--- src/rtl/dds_ser_pkg.sv ---
package dds_ser_pkg;

  localparam int WORD_W  = 40;
  localparam int FTW_W   = 32;
  localparam int PHASE_W = 5;

  // D2..D0 levels that select serial mode during the enable load
  localparam logic [2:0] SER_EN_PAT = 3'b011;

  typedef enum logic [3:0] {
    ST_OFF,
    ST_RST_HI,
    ST_RST_GAP,
    ST_EN_WH,
    ST_EN_WL,
    ST_EN_UH,
    ST_EN_UL,
    ST_IDLE,
    ST_BIT_LO,
    ST_BIT_HI,
    ST_UP_HI,
    ST_UP_LO
  } dds_state_e;

  // Control word: tuning value low, two zero bits, power-down, phase on top
  function automatic logic [WORD_W-1:0] pack_word(
    input logic [FTW_W-1:0]   ftw,
    input logic               pdown,
    input logic [PHASE_W-1:0] phase
  );
    return {phase, pdown, 2'b00, ftw};
  endfunction

endpackage

--- src/rtl/dds_phase_timer.sv ---
module dds_phase_timer #(
  parameter int CNT_W = 5
) (
  input  logic             clk,
  input  logic             rst_n,
  input  logic             restart,
  input  logic [CNT_W-1:0] len,
  output logic             expired
);

  logic [CNT_W-1:0] cnt_q;

  always_ff @(posedge clk) begin
    if (!rst_n)       cnt_q <= '0;
    else if (restart) cnt_q <= '0;
    else              cnt_q <= cnt_q + 1'b1;
  end

  // Last cycle of a phase that lasts len cycles
  assign expired = (cnt_q == len - 1'b1);

endmodule

--- src/rtl/dds_word_shifter.sv ---
module dds_word_shifter #(
  parameter int WORD_W = 40
) (
  input  logic              clk,
  input  logic              rst_n,
  input  logic              load,
  input  logic [WORD_W-1:0] load_word,
  input  logic              shift,
  output logic              bit_o,
  output logic              last_o
);

  localparam int IDX_W = $clog2(WORD_W + 1);

  logic [WORD_W-1:0] sr_q;
  logic [IDX_W-1:0]  idx_q;

  always_ff @(posedge clk) begin
    if (!rst_n) begin
      sr_q  <= '0;
      idx_q <= '0;
    end else if (load) begin
      sr_q  <= load_word;
      idx_q <= '0;
    end else if (shift) begin
      sr_q  <= {1'b0, sr_q[WORD_W-1:1]};
      idx_q <= idx_q + 1'b1;
    end
  end

  assign bit_o  = sr_q[0];
  assign last_o = (idx_q == IDX_W'(WORD_W - 1));

endmodule

--- src/rtl/dds_serial_loader.sv ---
module dds_serial_loader
  import dds_ser_pkg::*;
#(
  parameter int HALF_CYC      = 2,
  parameter int RST_PULSE_CYC = 8,
  parameter int RST_GAP_CYC   = 16
) (
  input  logic         clk,
  input  logic         rst_n,
  input  logic         start_i,
  input  logic         cmd_valid_i,
  output logic         cmd_ready_o,
  input  logic [31:0]  cmd_ftw_i,
  input  logic         cmd_pdown_i,
  input  logic [4:0]   cmd_phase_i,
  output logic         dds_reset_o,
  output logic         dds_wclk_o,
  output logic         dds_data_o,
  output logic         dds_fqud_o,
  output logic [2:0]   dds_pattern_o
);

  localparam int LONG_A  = (RST_PULSE_CYC > RST_GAP_CYC) ? RST_PULSE_CYC : RST_GAP_CYC;
  localparam int LONGEST = (LONG_A > HALF_CYC) ? LONG_A : HALF_CYC;
  localparam int CNT_W   = $clog2(LONGEST + 1);

  dds_state_e       state_q, state_d;
  logic [CNT_W-1:0] tmr_len;
  logic             tmr_exp;
  logic             tmr_restart;
  logic             accept_w;
  logic             bit_shift_w;
  logic             shift_bit;
  logic             shift_last;
  logic             in_enable;
  logic             in_xfer;

  assign cmd_ready_o = (state_q == ST_IDLE) && !start_i;
  assign accept_w    = cmd_valid_i && cmd_ready_o;

  always_comb begin
    case (state_q)
      ST_RST_HI:  tmr_len = CNT_W'(RST_PULSE_CYC);
      ST_RST_GAP: tmr_len = CNT_W'(RST_GAP_CYC);
      default:    tmr_len = CNT_W'(HALF_CYC);
    endcase
  end

  always_comb begin
    state_d = state_q;
    if (start_i) begin
      state_d = ST_RST_HI;
    end else begin
      case (state_q)
        ST_OFF:     state_d = ST_OFF;
        ST_RST_HI:  if (tmr_exp) state_d = ST_RST_GAP;
        ST_RST_GAP: if (tmr_exp) state_d = ST_EN_WH;
        ST_EN_WH:   if (tmr_exp) state_d = ST_EN_WL;
        ST_EN_WL:   if (tmr_exp) state_d = ST_EN_UH;
        ST_EN_UH:   if (tmr_exp) state_d = ST_EN_UL;
        ST_EN_UL:   if (tmr_exp) state_d = ST_IDLE;
        ST_IDLE:    if (accept_w) state_d = ST_BIT_LO;
        ST_BIT_LO:  if (tmr_exp) state_d = ST_BIT_HI;
        ST_BIT_HI:  if (tmr_exp) state_d = shift_last ? ST_UP_HI : ST_BIT_LO;
        ST_UP_HI:   if (tmr_exp) state_d = ST_UP_LO;
        ST_UP_LO:   if (tmr_exp) state_d = ST_IDLE;
        default:    state_d = ST_OFF;
      endcase
    end
  end

  always_ff @(posedge clk) begin
    if (!rst_n) state_q <= ST_OFF;
    else        state_q <= state_d;
  end

  // Every phase, including a repeated reset phase, starts its count afresh
  assign tmr_restart = start_i || (state_d != state_q);
  assign bit_shift_w = (state_q == ST_BIT_HI) && tmr_exp && !start_i;

  dds_phase_timer #(.CNT_W(CNT_W)) u_timer (
    .clk     (clk),
    .rst_n   (rst_n),
    .restart (tmr_restart),
    .len     (tmr_len),
    .expired (tmr_exp)
  );

  dds_word_shifter #(.WORD_W(WORD_W)) u_shift (
    .clk       (clk),
    .rst_n     (rst_n),
    .load      (accept_w),
    .load_word (pack_word(cmd_ftw_i, cmd_pdown_i, cmd_phase_i)),
    .shift     (bit_shift_w),
    .bit_o     (shift_bit),
    .last_o    (shift_last)
  );

  assign in_enable = (state_q == ST_EN_WH) || (state_q == ST_EN_WL) ||
                     (state_q == ST_EN_UH) || (state_q == ST_EN_UL);
  assign in_xfer   = (state_q == ST_BIT_LO) || (state_q == ST_BIT_HI);

  assign dds_reset_o   = (state_q == ST_RST_HI);
  assign dds_wclk_o    = (state_q == ST_EN_WH) || (state_q == ST_BIT_HI);
  assign dds_fqud_o    = (state_q == ST_EN_UH) || (state_q == ST_UP_HI);
  assign dds_data_o    = in_xfer && shift_bit;
  assign dds_pattern_o = in_enable ? SER_EN_PAT : 3'b000;

endmodule

--- config.mk ---
export PLATFORM = sky130hd
export DESIGN_NAME = dds_serial_loader
export DESIGN_NICKNAME = d
export VERILOG_FILES = /design/src/rtl/dds_ser_pkg.sv /design/src/rtl/dds_phase_timer.sv /design/src/rtl/dds_word_shifter.sv /design/src/rtl/dds_serial_loader.sv
export SDC_FILE = /design/constraint.sdc
export NUM_CORES = 1
export LEC_CHECK = 0
export ABC_AREA = 0
export BUFFER_PORTS_ARGS = -buffer_cell sky130_fd_sc_hd__buf_2
export CAP_MARGIN = 20
export CORE_MARGIN = 3
export CORE_UTILIZATION = 43
export DETAILED_ROUTE_END_ITERATION = 8
export GPL_TIMING_DRIVEN = 0
export PLACE_DENSITY = 0.62
export SLEW_MARGIN = 0
export SYNTH_ARGS = -nofsm -noshare
export SYNTH_HDL_FRONTEND = slang
export SYNTH_HIERARCHICAL = 1
export SYNTH_SLANG_ARGS = --single-unit
--- constraint.sdc ---
create_clock -name clk -period 6.4 [get_ports clk]
set_input_delay 1.6 -clock clk [delete_from_list [all_inputs] [get_ports clk]]
set_output_delay 1.6 -clock clk [all_outputs]
set_load 0.01 [all_outputs]
==> impl_metrics.csv, run 1 <==
group,metric,value,unit
placed_design,dp_hpwl,4.11,mm
final_layout,final_core_util,52.1,%
synth,ys_seq_elements,55,
final_layout,final_cells,449,
route,wl_per_cell,12.6,um
clocking,ctsResizeCount,0,
timing,period_share,67.1,%
route,final_antenna_net_count,0,
timing,worstMarginPinSlew,0.855,ns
route,met1_length,2.70,mm
clocking,clk_pin_slew,0.09,ns
synth,netlist.area_leader.share,38.5,%
route,wl_met3,329,um
timing,slew_viol_final,0,
clocking,clk_latency,0.31,ns
placed_design,placed_cells,441,
timing,fin_worst_skew,0.0114,ns
outcome,status,"finished, final reports clean",
synth,synth_edf_count,0,
synth,yosysSeqAreaShare,38.5,%
floorplanning,num_io_pins,50,
timing,rsz0062_at_grt,"no",
route,drcViolationCount,0,
synth,syn_area,2860,um^2
setup_path,cp_data_arrival_time,4.51,ns
route,met2_length,2.52,mm
setup_path,cp_slowest_cell,"a311oi_1",
clocking,root_buffer,"clkbuf_8",
setup_path,max_stage_delay,0.72,ns
setup_path,crit_chain,"buf_4 > nand2b_1 > nor3_1 > nor2_1 > inv_1 > ha_1 > nor4bb_1 > o211ai_2 > a311oi_1 > nand2_1 > nor4_1 > buf_4 > buf_4 > mux2i_1 > nand2_1 > o211a_1",
setup_path,start_kind,"flip-flop",
grt,antenna_found_initial,0,
route,dr.pass1.iters,4,
synth,async_flop_share,0,%
final_layout,n_fill_cell,605,
clocking,cts_buffer_depth,2,
floorplanning,start_util,44.7,%
placed_design,place.port_buffers,48,
clocking,htree_num_levels,2,
synth,ys.flop_type,"dfxtp_1",
route,vias_per_cell,5.19,
clocking,cts_tree,"built",
setup_path,criticalPathCategory,"flip-flop to flip-flop",
synth,synthSimpleGateAreaFrac,16.0,%
final_layout,synthToLayoutAreaGrowth,16.4,%
final_layout,antenna_cells,0,
route,drt_iter0_markers,75,
grt,grt_max_degree,17,
timing,hold_viol,0,
timing,fin_setup_tns,0,ns
grt,grt.total_usage,15.6,%
synth,synth_compound_area_share,19.5,%
synth,synth.area.top_cells,"dfxtp_1 (39%), mux2i_1 (14%), o211a_1 (14%)",
floorplanning,core_region_area,6390,um^2
final_layout,drive_gt1_share,20.2,%
grt,grt_pass1_vias,2162,
final_layout,final_nets,416,
synth,synth_mux_area_share,14.4,%
route,topRoutingLayerUsed,"met4",
timing,setup_viol,0,
floorplanning,rows,29,
route,num_vias,2332,
timing,relSlewSlack,42.6,%
final_layout,final-seq-area,1100,um^2
grt,grt_pass1_wl,9.60,mm
timing,fin_crit,4.30,ns
power,p_per_area,175,nW/um^2
synth,avgSynthCellArea,9.33,um^2
min_path,hold_class,"flip-flop to flip-flop",
synth,synth_fa_ha_area_share,1.31,%
floorplanning,die_x,87.5,um
placed_design,place_congestion,0.882,
synth,yosys.area.top_type,"dfxtp_1",
final_layout,multi_input_area,1630,um^2
synth,synth_top_family_by_area,"compound AO/OA/AOI/OAI gates",
synth,syn_inst,306,
clocking,clock-sinks,55,
setup_path,crit_top_cell,"buf_4",
synth,synth_xor_area_share,4.29,%
floorplanning,die_y,87.5,um
setup_path,cp_max_fo,10,
clocking,postCtsSetupRepairBufs,0,
timing,fmax,0.233,GHz
setup_path,cp_data_required_time,6.61,ns
route,finalWirelength,5.65,mm
synth,yosysWarnings,6,
setup_path,end_kind,"flip-flop",
power,ir_drop,119,uV
floorplanning,die_area,7660,um^2
grt,gr-total-overflow,0,
run,maxCapViolations,0,
clocking,hold_buffers,0,
synth,ys_types,46,
clocking,numCtsBuffers,5,
power,leakage,0.00180,uW
[stage by stage]
stage / hold slack, ns / instance area [um^2] / power, uW / worst slack, ns
2_1_floorplan: 0.440 / 2890 / 372 / 2.81
3_3_place_gp: 0.461 / 3230 / 391 / 2.24
3_5_place_dp: 0.472 / 3230 / 391 / 2.20
4_1_cts: 0.496 / 3330 / 591 / 2.15
5_1_grt: 0.541 / 3330 / 607 / 1.71
6_report: 0.492 / 3330 / 581 / 2.10
[worst max-delay path: cells and delay by family, from the launching register on]
kind | cells | cell delay, ns
flip-flops | 1 | 0.38
adder cells (fa/ha/maj) | 1 | 0.18
AO/OA/AOI/OAI | 3 | 0.95
multiplexers | 1 | 0.21
buffers and inverters | 4 | 0.76
AND/OR/NAND/NOR | 7 | 1.71
[layer usage]
metal / track usage [%] / up-vias
li1: - / 1204
met1: 20.5 / 1069
met2: 24.5 / 50
met3: 3.69 / 9
met4: 6.69 / 0
met5: 0 / -
[state kept, by name, summed over array words and instances, names as in the netlist]
register,count
state_q,4
u_shift/idx_q,6
u_shift/sr_q,40
u_timer/cnt_q,5
[worst paths after layout]
path | to | slack, ns | depth (start not counted) | from
worst max-delay path | u_shift/sr_q[31] | 2.10 | 16 | state_q[1]
worst min-delay path | u_timer/cnt_q[0] | 0.49 | 1 | u_timer/cnt_q[0]
worst max register to register | u_shift/sr_q[31] | 2.10 | 16 | state_q[1]
worst min register to register | u_timer/cnt_q[0] | 0.49 | 1 | u_timer/cnt_q[0]
[placed cells by master, fill, tap and decap left out, types with 2 or more instances in the layout]
cell       netlist  layout
dfxtp_1         55      55
buf_2            3      51
nand2_1         47      47
mux2i_1         41      41
o211a_1         39      39
nor2_1          18      18
conb_1           1      11
clkbuf_1        10      11
buf_4           10      10
inv_1            7       7
xnor2_1          7       7
xor2_1           7       7
clkbuf_8         0       6
nor3_1           5       5
nor2b_1          5       5
nand2b_1         4       4
nand3_1          4       4
a21oi_1          4       4
or3_1            3       3
ha_1             3       3
a2111oi_0        2       2
or2_2            2       2
o31ai_1          2       2
nor3b_1          2       2
o21ai_0          2       2
buf_1            2       2
[power breakdown]
part | internal (uW) | total, uW | switching [uW]
clock | 88.8 | 197 | 108
combinational | 18.6 | 39.6 | 21.0
sequential | 343 | 344 | 0.897
total | 450 | 581 | 130
[synth_stat cells (2+ instances only)]
library cell	number
o21ai_0	2
or2_2	2
dfxtp_1	55
xor2_1	7
clkbuf_1	10
nor2b_1	5
o211a_1	39
nand3_1	4
nand2b_1	4
nor3_1	5
a21oi_1	4
or3_1	3
buf_4	10
mux2i_1	41
a2111oi_0	2
buf_2	3
ha_1	3
nor3b_1	2
buf_1	2
o31ai_1	2
nor2_1	18
inv_1	7
nand2_1	47
xnor2_1	7
[logic make-up (layout without fill, tap and decap cells)]
logic type / after synthesis / after routing
adders and majority gates: 3 / 3
and+or+nand+nor: 98 / 98
buffers and inverters: 33 / 89
muxes: 41 / 41
AOI/OAI and AO/OA: 61 / 61
xor gates and xnor gates: 14 / 14
other: 1 / 11
DFF: 55 / 55
[cell type report]
| cell class | count | share of cell area (%) |
|---|---|---|
| Clock inverter | 1 | 0.263 |
| Multi-Input combinational cell | 228 | 48.9 |
| Buffer | 25 | 4.06 |
| Inverter | 8 | 0.903 |
| Timing Repair Buffer | 48 | 7.22 |
| Tap cell | 77 | 2.90 |
| Sequential cell | 55 | 33.1 |
| Clock buffer | 7 | 2.60 |
No activity file was read; power rests on OpenSTA's default activity.
==> run 2: changes to the inputs <==
--- a/config.mk
+++ b/config.mk
@@ -5,7 +5,7 @@
 export SDC_FILE = /design/constraint.sdc
 export NUM_CORES = 1
 export LEC_CHECK = 0
-export ABC_AREA = 0
+export ABC_AREA = 1
 export BUFFER_PORTS_ARGS = -buffer_cell sky130_fd_sc_hd__buf_2
 export CAP_MARGIN = 20
 export CORE_MARGIN = 3
==> constraint.sdc (replaced) <==
create_clock -name clk -period 4 [get_ports clk]
set_input_delay 1 -clock clk [delete_from_list [all_inputs] [get_ports clk]]
set_output_delay 1 -clock clk [all_outputs]
set_load 0.01 [all_outputs]
==> run 2 against run 1 <==
  * Register-to-register slack lost 1.5 ns
  * Flip-flop and latch count is the same
  * Die area shrank 1.1%
  * Largest power group unchanged
==> impl_metrics.csv, run 2 <==
group,metric,value,unit
timing,hold_ws,0.472,ns
timing,rsz0062_at_grt,"no",
route,num_vias,2790,
synth,ys_seq_elements,55,
power,leakage,0.00144,uW
grt,busiest_layer,"met2",
timing,hold_viol,0,
clocking,hold_buffers,0,
grt,grt_pass1_wl,11.6,mm
final_layout,fin_area,3290,um^2
clocking,clk_latency,0.30,ns
grt,antenna_found_initial,0,
floorplanning,die_y,87.0,um
setup_path,worst-path-buf-inv,6,
placed_design,place.port_buffers,48,
final_layout,final_nets,527,
synth,yosysSeqAreaShare,39.0,%
setup_path,crit_chain,"inv_2 > nor2_2 > nand2_1 > inv_1 > nor2_1 > inv_1 > ha_1 > nand2_1 > nor2_1 > nand2_1 > nand2_1 > nand3_1 > nor2_2 > inv_1 > nor3_1 > buf_2 > clkbuf_1 > nand3_1 > a31oi_1",
setup_path,max_stage_delay,0.44,ns
clocking,clock-sinks,55,
run,maxCapViolations,0,
final_layout,reg_top3,"u_shift/sr_q (40), u_shift/idx_q (6), u_timer/cnt_q (5)",
synth,synth_edf_count,0,
power,internal_power,735,uW
grt,use_met3,2.84,%
placed_design,place_congestion,0.853,
setup_path,start_kind,"flip-flop",
setup_path,end_kind,"flip-flop",
floorplanning,num_io_pins,50,
floorplanning,start_util,46.0,%
route,drcViolationCount,0,
final_layout,drive_gt1_share,19.3,%
route,vias_per_cell,5.00,
final_layout,largest_reg_flops,40,
final_layout,antenna_cells,0,
synth,netlist_top_cells_count,"nand2_1 (141), dfxtp_1 (55), nand3_1 (31), nor2_1 (29)",
timing,setup_viol,0,
route,finalWirelength,6.69,mm
final_layout,final_cell_mix,"nand2_1 (141), buf_2 (62), dfxtp_1 (55)",
min_path,hold_class,"flip-flop to flip-flop",
floorplanning,die_x,87.0,um
synth,netlist.area_leader.share,39.0,%
setup_path,cp_data_arrival_time,3.65,ns
synth,yosysWarnings,6,
synth,synth.area.top_cells,"dfxtp_1 (39%), nand2_1 (19%), nand3_1 (5.5%)",
timing,period_share,85.8,%
floorplanning,core_region_area,6130,um^2
grt,grt.total_usage,18.6,%
synth,syn_inst,419,
final_layout,final_core_util,53.7,%
timing,fin_crit,3.43,ns
route,wl_per_cell,12.0,um
power,combPwrFrac,6.9,%
floorplanning,rows,28,
power,ir_drop,156,uV
clocking,root_buffer,"clkbuf_8",
setup_path,criticalPathCategory,"flip-flop to flip-flop",
setup_path,cp_slowest_cell,"dfxtp_1",
synth,avgSynthCellArea,6.74,um^2
final_layout,mostFrequentLayoutCell,"nand2_1",
timing,fmax,0.292,GHz
power,clkPwrFrac,35.1,%
grt,grt_pass1_vias,2623,
synth,yosys.cell_count.top_type,"nand2_1",
clocking,cts_buffer_depth,2,
synth,async_flop_share,0,%
synth,yosys.area.top_type,"dfxtp_1",
grt,grt_max_degree,16,
power,p_per_area,289,nW/um^2
route,drt_iter0_markers,108,
floorplanning,die_area,7570,um^2
grt,gr-total-overflow,0,
final_layout,synthToLayoutAreaGrowth,16.5,%
synth,ys_types,30,
synth,ys.flop_type,"dfxtp_1",
outcome,status,"finished, final reports clean",
route,dr.pass1.iters,4,
timing,relSlewSlack,65.4,%
power,switching_share,22.6,%
setup_path,cpLargestDelayFamily,"simple AND/OR/NAND/NOR gates",
timing,slew_viol_final,0,
grt,grt_use_met2,33.1,%
setup_path,crit_top_cell,"nand2_1",
clocking,clk_pin_slew,0.09,ns
clocking,numCtsBuffers,5,
placed_design,dp_hpwl,4.93,mm
final_layout,regMostFlops,"u_shift/sr_q",
power,power.switching,214,uW
timing,worstMarginPinSlew,0.519,ns
timing,fin_setup_tns,0,ns
power,p_seq_share,58.0,%
timing,fin_worst_skew,0.00808,ns
placed_design,placed_area,3190,um^2
synth,syn_area,2820,um^2
setup_path,cp_data_required_time,4.22,ns
clocking,cts_tree,"built",
route,final_antenna_net_count,0,
grt,met1_usage,23.6,%
clocking,htree_num_levels,2,
setup_path,cp_max_fo,10,
-- run 2: power groups by stage --
stage / clock network (uW) / registers (uW) / logic, uW
finish: 333 / 551 / 65.5
detailed placement: 0 / 564 / 65.1
floorplan: 0 / 563 / 34.7
global placement: 0 / 564 / 65.0
global route: 367 / 551 / 74.3
CTS: 345 / 551 / 65.3
-- run 2: logic make-up after synthesis --
family | after synthesis | share of synthesized area (%)
simple gates | 220 | 32.8
compound gates | 77 | 16.2
buf+inv | 57 | 8.60
flops | 55 | 39.0
xor+xnor | 6 | 1.86
fa+ha+maj | 3 | 1.33
other cells | 1 | 0.133
-- run 2: through the flow --
| step | worst slack (ns) | power [uW] | instances |
|---|---|---|---|
| floorplan | 1.17 | 598 | 427 |
| global placement | 0.476 | 629 | 550 |
| detailed placement | 0.442 | 629 | 550 |
| CTS | 0.418 | 962 | 558 |
| global route | 0.129 | 992 | 558 |
| finish | 0.570 | 949 | 558 |
-- run 2: layout make-up --
cell class | instances | area [um^2]
flip-flops and latches | 55 | 1100
inverters | 36 | 135
fillers | 637 | 2840
multi-input cells | 315 | 1510
repair buffers | 48 | 240
well taps | 75 | 93.8
clock buffers | 8 | 100
plain buffers | 21 | 108
-- run 2: tightest hold or removal path, delay by kind of cell, from the launching register on --
family	cells	cell delay, ns
compound gates	1	0.05
simple gates	1	0.06
flops	1	0.32
-- run 2: worst paths after layout --
kind	startpoint	to	slack, ns	cells past startpoint
worst max-delay path	state_q[0]	u_shift/sr_q[17]	0.57	19
worst min-delay path	u_shift/sr_q[36]	u_shift/sr_q[35]	0.47	2
worst max register to register	state_q[0]	u_shift/sr_q[17]	0.57	19
worst min register to register	u_shift/sr_q[36]	u_shift/sr_q[35]	0.47	2
-- run 2: repair_timing --
| action | 4_1_cts | 5_1_grt |
|---|---|---|
| endpoints found under the setup margin | 0 | 1 |
| resized for setup | 0 | 1 |
| setup buffers | 0 | 0 |
-- run 2: layer usage --
metal  routed length (um)  vias to the layer above  share of wire [%]
li1                     -                     1464                  -
met3                  305                        2                4.6
met1                 3050                     1258                 46
met5                    0                        -                  0
met2                 3310                       66                 50
met4                   23                        0               0.34
